--- config.mk ---
export PLATFORM = sky130hd
export DESIGN_NAME = fp_exc_recorder
export DESIGN_NICKNAME = d
export VERILOG_FILES = /design/src/rtl/fpx_pkg.sv /design/src/rtl/fpx_trap_decide.sv /design/src/rtl/fpx_status_merge.sv /design/src/rtl/fpx_pc_step.sv /design/src/rtl/fp_exc_recorder.sv
export SDC_FILE = /design/constraint.sdc
export NUM_CORES = 1
export LEC_CHECK = 0
export BUFFER_PORTS_ARGS = -buffer_cell sky130_fd_sc_hd__clkbuf_2
export CORE_MARGIN = 4
export CORE_UTILIZATION = 44
export CTS_CLUSTER_SIZE = 8
export DETAILED_ROUTE_END_ITERATION = 10
export GPL_TIMING_DRIVEN = 0
export PLACE_DENSITY_LB_ADDON = 0.05
export SLEW_MARGIN = 20
export SYNTH_ARGS = -nofsm -noshare
export SYNTH_HDL_FRONTEND = slang
export SYNTH_SLANG_ARGS = --single-unit
--- constraint.sdc ---
create_clock -name clk -period 2.5 [get_ports clk]
set_input_delay 0.125 -clock clk [delete_from_list [all_inputs] [get_ports clk]]
set_output_delay 0.125 -clock clk [all_outputs]
set_load 0.1 [all_outputs]
--- src/rtl/fpx_pkg.sv ---
// Package fpx_pkg
// Field positions of the floating-point status word and the shared flag type.
// Assumes all fields fit in the status width chosen at the top.
package fpx_pkg;
    localparam int FLAG_W   = 5;
    localparam int CEXC_LO  = 0;
    localparam int AEXC_LO  = 5;
    localparam int TTYPE_LO = 14;
    localparam int TTYPE_W  = 3;
    localparam int TEM_LO   = 23;
    localparam logic [TTYPE_W-1:0] TTYPE_NONE = 3'd0;
    localparam logic [TTYPE_W-1:0] TTYPE_IEEE = 3'd1;
    typedef logic [FLAG_W-1:0] flags_t;
endpackage

--- src/rtl/fpx_trap_decide.sv ---
// Module fpx_trap_decide
// Combinational trap decision and priority narrowing of the raised flags.
// Higher flag index means higher priority. Assumes flags and enables share bit order.
module fpx_trap_decide
    import fpx_pkg::*;
(
    input  flags_t raised,
    input  flags_t enables,
    output logic   trap,
    output flags_t eff_flags
);
    flags_t masked;
    flags_t single;

    // Purpose: keep only the raised flags whose trap is enabled.
    always_comb begin
        masked = raised & enables;
        trap   = |masked;
    end

    // Each bit survives only if no higher-priority enabled flag is raised.
    for (genvar i = 0; i < FLAG_W; i++) begin : g_prio
        if (i == FLAG_W - 1) begin : g_top
            assign single[i] = masked[i];
        end else begin : g_low
            assign single[i] = masked[i] & ~(|masked[FLAG_W-1:i+1]);
        end
    end

    // Purpose: pick the narrowed vector on a trap, the full vector otherwise.
    always_comb begin
        eff_flags = trap ? single : raised;
    end
endmodule

--- src/rtl/fpx_status_merge.sv ---
// Module fpx_status_merge
// Builds the next status word: current field replaced, accrued field ORed
// only without trap, trap-type written, all other bits passed through.
module fpx_status_merge
    import fpx_pkg::*;
#(
    parameter int STAT_W = 32
)(
    input  logic [STAT_W-1:0] stat_cur,
    input  flags_t            eff_flags,
    input  logic              trap,
    output logic [STAT_W-1:0] stat_next
);
    // Purpose: compose the updated status fields.
    always_comb begin
        stat_next = stat_cur;
        stat_next[CEXC_LO +: FLAG_W] = eff_flags;
        if (!trap) begin
            stat_next[AEXC_LO +: FLAG_W] = stat_cur[AEXC_LO +: FLAG_W] | eff_flags;
        end
        stat_next[TTYPE_LO +: TTYPE_W] = trap ? TTYPE_IEEE : TTYPE_NONE;
    end
endmodule

--- src/rtl/fpx_pc_step.sv ---
// Module fpx_pc_step
// Next program-counter pair: hold on a trap, otherwise step past the
// operation. The increment wraps modulo 2^PC_W.
module fpx_pc_step #(
    parameter int PC_W    = 64,
    parameter int STEP_SZ = 4
)(
    input  logic [PC_W-1:0] pc_cur,
    input  logic [PC_W-1:0] npc_cur,
    input  logic            hold,
    output logic [PC_W-1:0] pc_next,
    output logic [PC_W-1:0] npc_next
);
    localparam logic [PC_W-1:0] STEP = PC_W'(STEP_SZ);

    // Purpose: select the held or advanced pair.
    always_comb begin
        if (hold) begin
            pc_next  = pc_cur;
            npc_next = npc_cur;
        end else begin
            pc_next  = npc_cur;
            npc_next = npc_cur + STEP;
        end
    end
endmodule

--- src/rtl/fp_exc_recorder.sv ---
// Module fp_exc_recorder
// Records one operation's IEEE flags into the status word and steps or holds
// the program-counter pair. All outputs are registered with one cycle latency.
// Assumes STAT_W covers the trap-enable field (STAT_W >= 28).
module fp_exc_recorder
    import fpx_pkg::*;
#(
    parameter int STAT_W = 32,
    parameter int PC_W   = 64
)(
    input  logic              clk,
    input  logic              rst_n,
    input  logic              op_valid,
    input  logic [4:0]        op_flags,
    input  logic [PC_W-1:0]   pc_in,
    input  logic [PC_W-1:0]   npc_in,
    input  logic [STAT_W-1:0] stat_in,
    output logic [STAT_W-1:0] stat_out,
    output logic [PC_W-1:0]   pc_out,
    output logic [PC_W-1:0]   npc_out,
    output logic              trap_pulse
);
    flags_t            tem;
    flags_t            eff;
    logic              trap_now;
    logic [STAT_W-1:0] stat_nx;
    logic [PC_W-1:0]   pc_nx;
    logic [PC_W-1:0]   npc_nx;

    // Purpose: extract the trap-enable field.
    always_comb begin
        tem = stat_in[TEM_LO +: FLAG_W];
    end

    fpx_trap_decide u_decide (
        .raised    (op_flags),
        .enables   (tem),
        .trap      (trap_now),
        .eff_flags (eff)
    );

    fpx_status_merge #(.STAT_W(STAT_W)) u_merge (
        .stat_cur  (stat_in),
        .eff_flags (eff),
        .trap      (trap_now),
        .stat_next (stat_nx)
    );

    fpx_pc_step #(.PC_W(PC_W), .STEP_SZ(4)) u_step (
        .pc_cur   (pc_in),
        .npc_cur  (npc_in),
        .hold     (trap_now),
        .pc_next  (pc_nx),
        .npc_next (npc_nx)
    );

    // Purpose: register the results on an accepted operation.
    always_ff @(posedge clk) begin
        if (!rst_n) begin
            stat_out   <= '0;
            pc_out     <= '0;
            npc_out    <= '0;
            trap_pulse <= 1'b0;
        end else begin
            trap_pulse <= op_valid & trap_now;
            if (op_valid) begin
                stat_out <= stat_nx;
                pc_out   <= pc_nx;
                npc_out  <= npc_nx;
            end
        end
    end

    AST_TRAP_DECIDE: assert property (@(posedge clk) disable iff (!rst_n)
        $past(op_valid) |-> (trap_pulse == ((($past(op_flags) & $past(stat_in[TEM_LO +: FLAG_W])) != 5'd0))));
    AST_TRAP_ONEHOT: assert property (@(posedge clk) disable iff (!rst_n)
        trap_pulse |-> ($countones(stat_out[CEXC_LO +: FLAG_W]) == 1));
    AST_NO_ACCRUE_ON_TRAP: assert property (@(posedge clk) disable iff (!rst_n)
        trap_pulse |-> (stat_out[AEXC_LO +: FLAG_W] == $past(stat_in[AEXC_LO +: FLAG_W])));
    AST_TTYPE: assert property (@(posedge clk) disable iff (!rst_n)
        $past(op_valid) |-> (stat_out[TTYPE_LO +: TTYPE_W] == (trap_pulse ? 3'd1 : 3'd0)));
    AST_PC_HOLD: assert property (@(posedge clk) disable iff (!rst_n)
        trap_pulse |-> (pc_out == $past(pc_in) && npc_out == $past(npc_in)));
    AST_PC_ADVANCE: assert property (@(posedge clk) disable iff (!rst_n)
        ($past(op_valid) && !trap_pulse) |-> (pc_out == $past(npc_in) && npc_out == $past(npc_in) + PC_W'(4)));
    AST_IDLE_HOLD: assert property (@(posedge clk) disable iff (!rst_n)
        !$past(op_valid) |-> (!trap_pulse && $stable(stat_out) && $stable(pc_out)));
endmodule

==> impl_metrics.tcl <==
set metrics [dict create \
    async_flop_share_pct 0 \
    ios 329 \
    drc 0 \
    synth-seq-area-share_pct 42.6 \
    synth_flop_cell "dfxtp_1" \
    required_ns 2.78 \
    gp_congestion 0.933 \
    grt_usage_pct 31.5 \
    dieArea_sq_mm 0.0191 \
    numCtsBuffers 17 \
    wirelength_microns 31200 \
    peakVddDrop_mv 0.499 \
    synth-seq-cells 159 \
    start_kind "input pin" \
    grt_max_degree 17 \
    max_freq_mhz 437 \
    drt_pass1_iterations 6 \
    drv_cap 0 \
    timing.final.ws_setup_ns 0.211 \
    ys_types 44 \
    grt_pass1_wl_microns 48400 \
    grt_overflow 0 \
    synthCells 949 \
    antenna_found_initial 0 \
    path_clk_slew_ns 0.06 \
    grtUsageMet3_pct 8.01 \
    num_rows 47 \
    place_area_sq_mm 0.00935 \
    grtUsageMet1_pct 42.5 \
    synth_top_area_share_pct 42.6 \
    outcome "finished, final reports clean" \
    dpl_worst_slack_ns -0.341 \
    diodes 0 \
    cts_tree "yes" \
    vias_per_cell 5.54 \
    grt.busiest_layer "met2" \
    multi_input_area_sq_mm 0.00398 \
    htree_levels 4 \
    grtUsageMet2_pct 49.6 \
    fin_area_sq_mm 0.0109 \
    synth_area_per_cell_sq_um 7.88 \
    synth-warning-count 0 \
    fp.dieW_microns 138 \
    fin_skew_ns 0 \
    final_core_util_pct 65.5 \
    power.density_mw_per_mm2 727 \
    area_growth_pct 45.8 \
    start_util_pct 44.9 \
    place_inst 1489 \
    clock-sinks 159 \
    fillers 1498 \
    num_vias 8959 \
    rsz0062_at_grt "no" \
    cts_buffer_depth 2 \
    hold_viol 0 \
    path_max_fanout 10 \
    dp_hpwl_microns 23200 \
    whs_ns 0.0161 \
    worst_slew_margin_rel_pct 38.2 \
    leakagePower_nw 4.69 \
    tns_ns 0 \
    fin_crit_ns 2.29 \
    synth_edf_count 0 \
    port-buffer-count 318 \
    coreArea_sq_mm 0.0166 \
    final_common_cell "clkbuf_2" \
    drtIter0Drc 710 \
    hold_class "input pin to flip-flop" \
    slew_viol_final 0 \
    worst_pin_slew_ns 0.919 \
    power_mw 7.93 \
    clk_latency_ns 0.42 \
    critPathKind "input pin to flip-flop" \
    synth_area_leaders "dfxtp_1 (43%), nand2_1 (8.5%), a311oi_1 (7.8%), nor2_1 (6.0%), o21ai_0 (4.2%)" \
    wire_per_inst_microns 19.3 \
    end_kind "flip-flop" \
    drive_gt1_share_pct 25.8 \
    stdcell_count 1617 \
    grt_pass1_vias 8579 \
    cts_root_buf "clkbuf_16" \
    fin_crit_sh_pct 91.5 \
    netlist_area_sq_mm 0.00748 \
    regArea_sq_mm 0.00318 \
    die_h_microns 138 \
    final_cell_mix "clkbuf_2 (318), nand2_1 (170), dfxtp_1 (159)" \
    nets 1553 \
    cp.arrival_ns 2.57 \
    yosysTopAreaCell "dfxtp_1" \
    final-setup-viol-count 0 \
    detail-route-antenna-nets 0 \
]
layer usage:
metal  part of all wire, %  wire length, microns
met5                     0                     0
met2                    45                 14100
met4                   2.9                   911
met3                   9.4                  2920
met1                    43                 13300
timing repair:
action                                  in CTS  in global routing
hold buffers                                94                  0
buffers inserted                             0                  2
endpoints found under the setup margin       0                 11
gates resized for setup                      0                  1
endpoints found under the hold margin       90                  0
critical path, cell delays in order:
cell	delay, ns
clkbuf_2	0.12
a22oi_1	0.67
and4_1	0.30
buf_4	0.18
nand4_1	0.32
clkbuf_1	0.35
o21ai_0	0.36
a311oi_1	0.14
path summary, 6_finish.rpt:
kind	startpoint	endpoint	slack, ns	cells past startpoint
setup / recovery	op_flags[1]	npc_out[47]$_SDFFE_PN0P_	0.21	8
hold / removal	npc_in[19]	pc_out[19]$_SDFFE_PN0P_	0.02	3
setup reg to reg	pc_out[51]$_SDFFE_PN0P_	pc_out[51]$_SDFFE_PN0P_	1.70	2
hold reg to reg	stat_out[0]$_SDFFE_PN0P_	stat_out[0]$_SDFFE_PN0P_	0.47	2
kinds of logic (layout without fill, tap and decap cells):
kind of cell               Yosys count  after routing  share of synthesized area (%)
AOI/OAI and AO/OA                  217            217                           19.4
buffers and inverters               80            527                           4.30
other                                1              2                         0.0501
DFF                                159            159                           42.6
muxes                               23             23                           3.08
adders and majority gates            1              1                          0.167
and+or+nand+nor                    435            435                           26.5
xor gates and xnor gates            33             33                           3.86
synth_stat cells (2+ instances only):
cell type	instances
a211oi_1	13
a21oi_1	36
a22oi_1	2
a311oi_1	67
a31oi_1	15
and2_1	4
and3_1	14
and4_1	7
buf_1	8
buf_2	2
buf_4	3
clkbuf_1	63
clkinv_1	2
dfxtp_1	159
mux2i_1	23
nand2_1	170
nand2b_1	3
nand3_1	26
nand4_1	28
nor2_1	119
nor3_1	23
nor3b_1	7
nor4_1	10
o2111ai_1	2
o211ai_1	3
o21ai_0	63
o221ai_1	2
o31ai_1	10
or3_1	9
or4_1	11
xnor2_1	20
xor2_1	13
power breakdown:
| group | internal, mW | total (mW) | switching (mW) |
|---|---|---|---|
| registers | 2.72 | 2.82 | 0.101 |
| logic | 0.515 | 2.48 | 1.97 |
| clock network | 1.49 | 2.63 | 1.14 |
| total | 4.72 | 7.93 | 3.21 |
flip-flops by register name, indices dropped and copies added (netlist names):
register and count:
npc_out 64, pc_out 64, stat_out 30, trap_pulse 1
cell type report:
type	count	area share [%]
Tap cell	220	2.52
Multi-Input combinational cell	711	36.5
Clock buffer	17	3.90
Clock inverter	15	1.48
Sequential cell	159	29.2
Buffer	77	2.85
Inverter	3	0.103
Timing Repair Buffer	415	23.4
No activity file was read; power rests on OpenSTA's default activity.
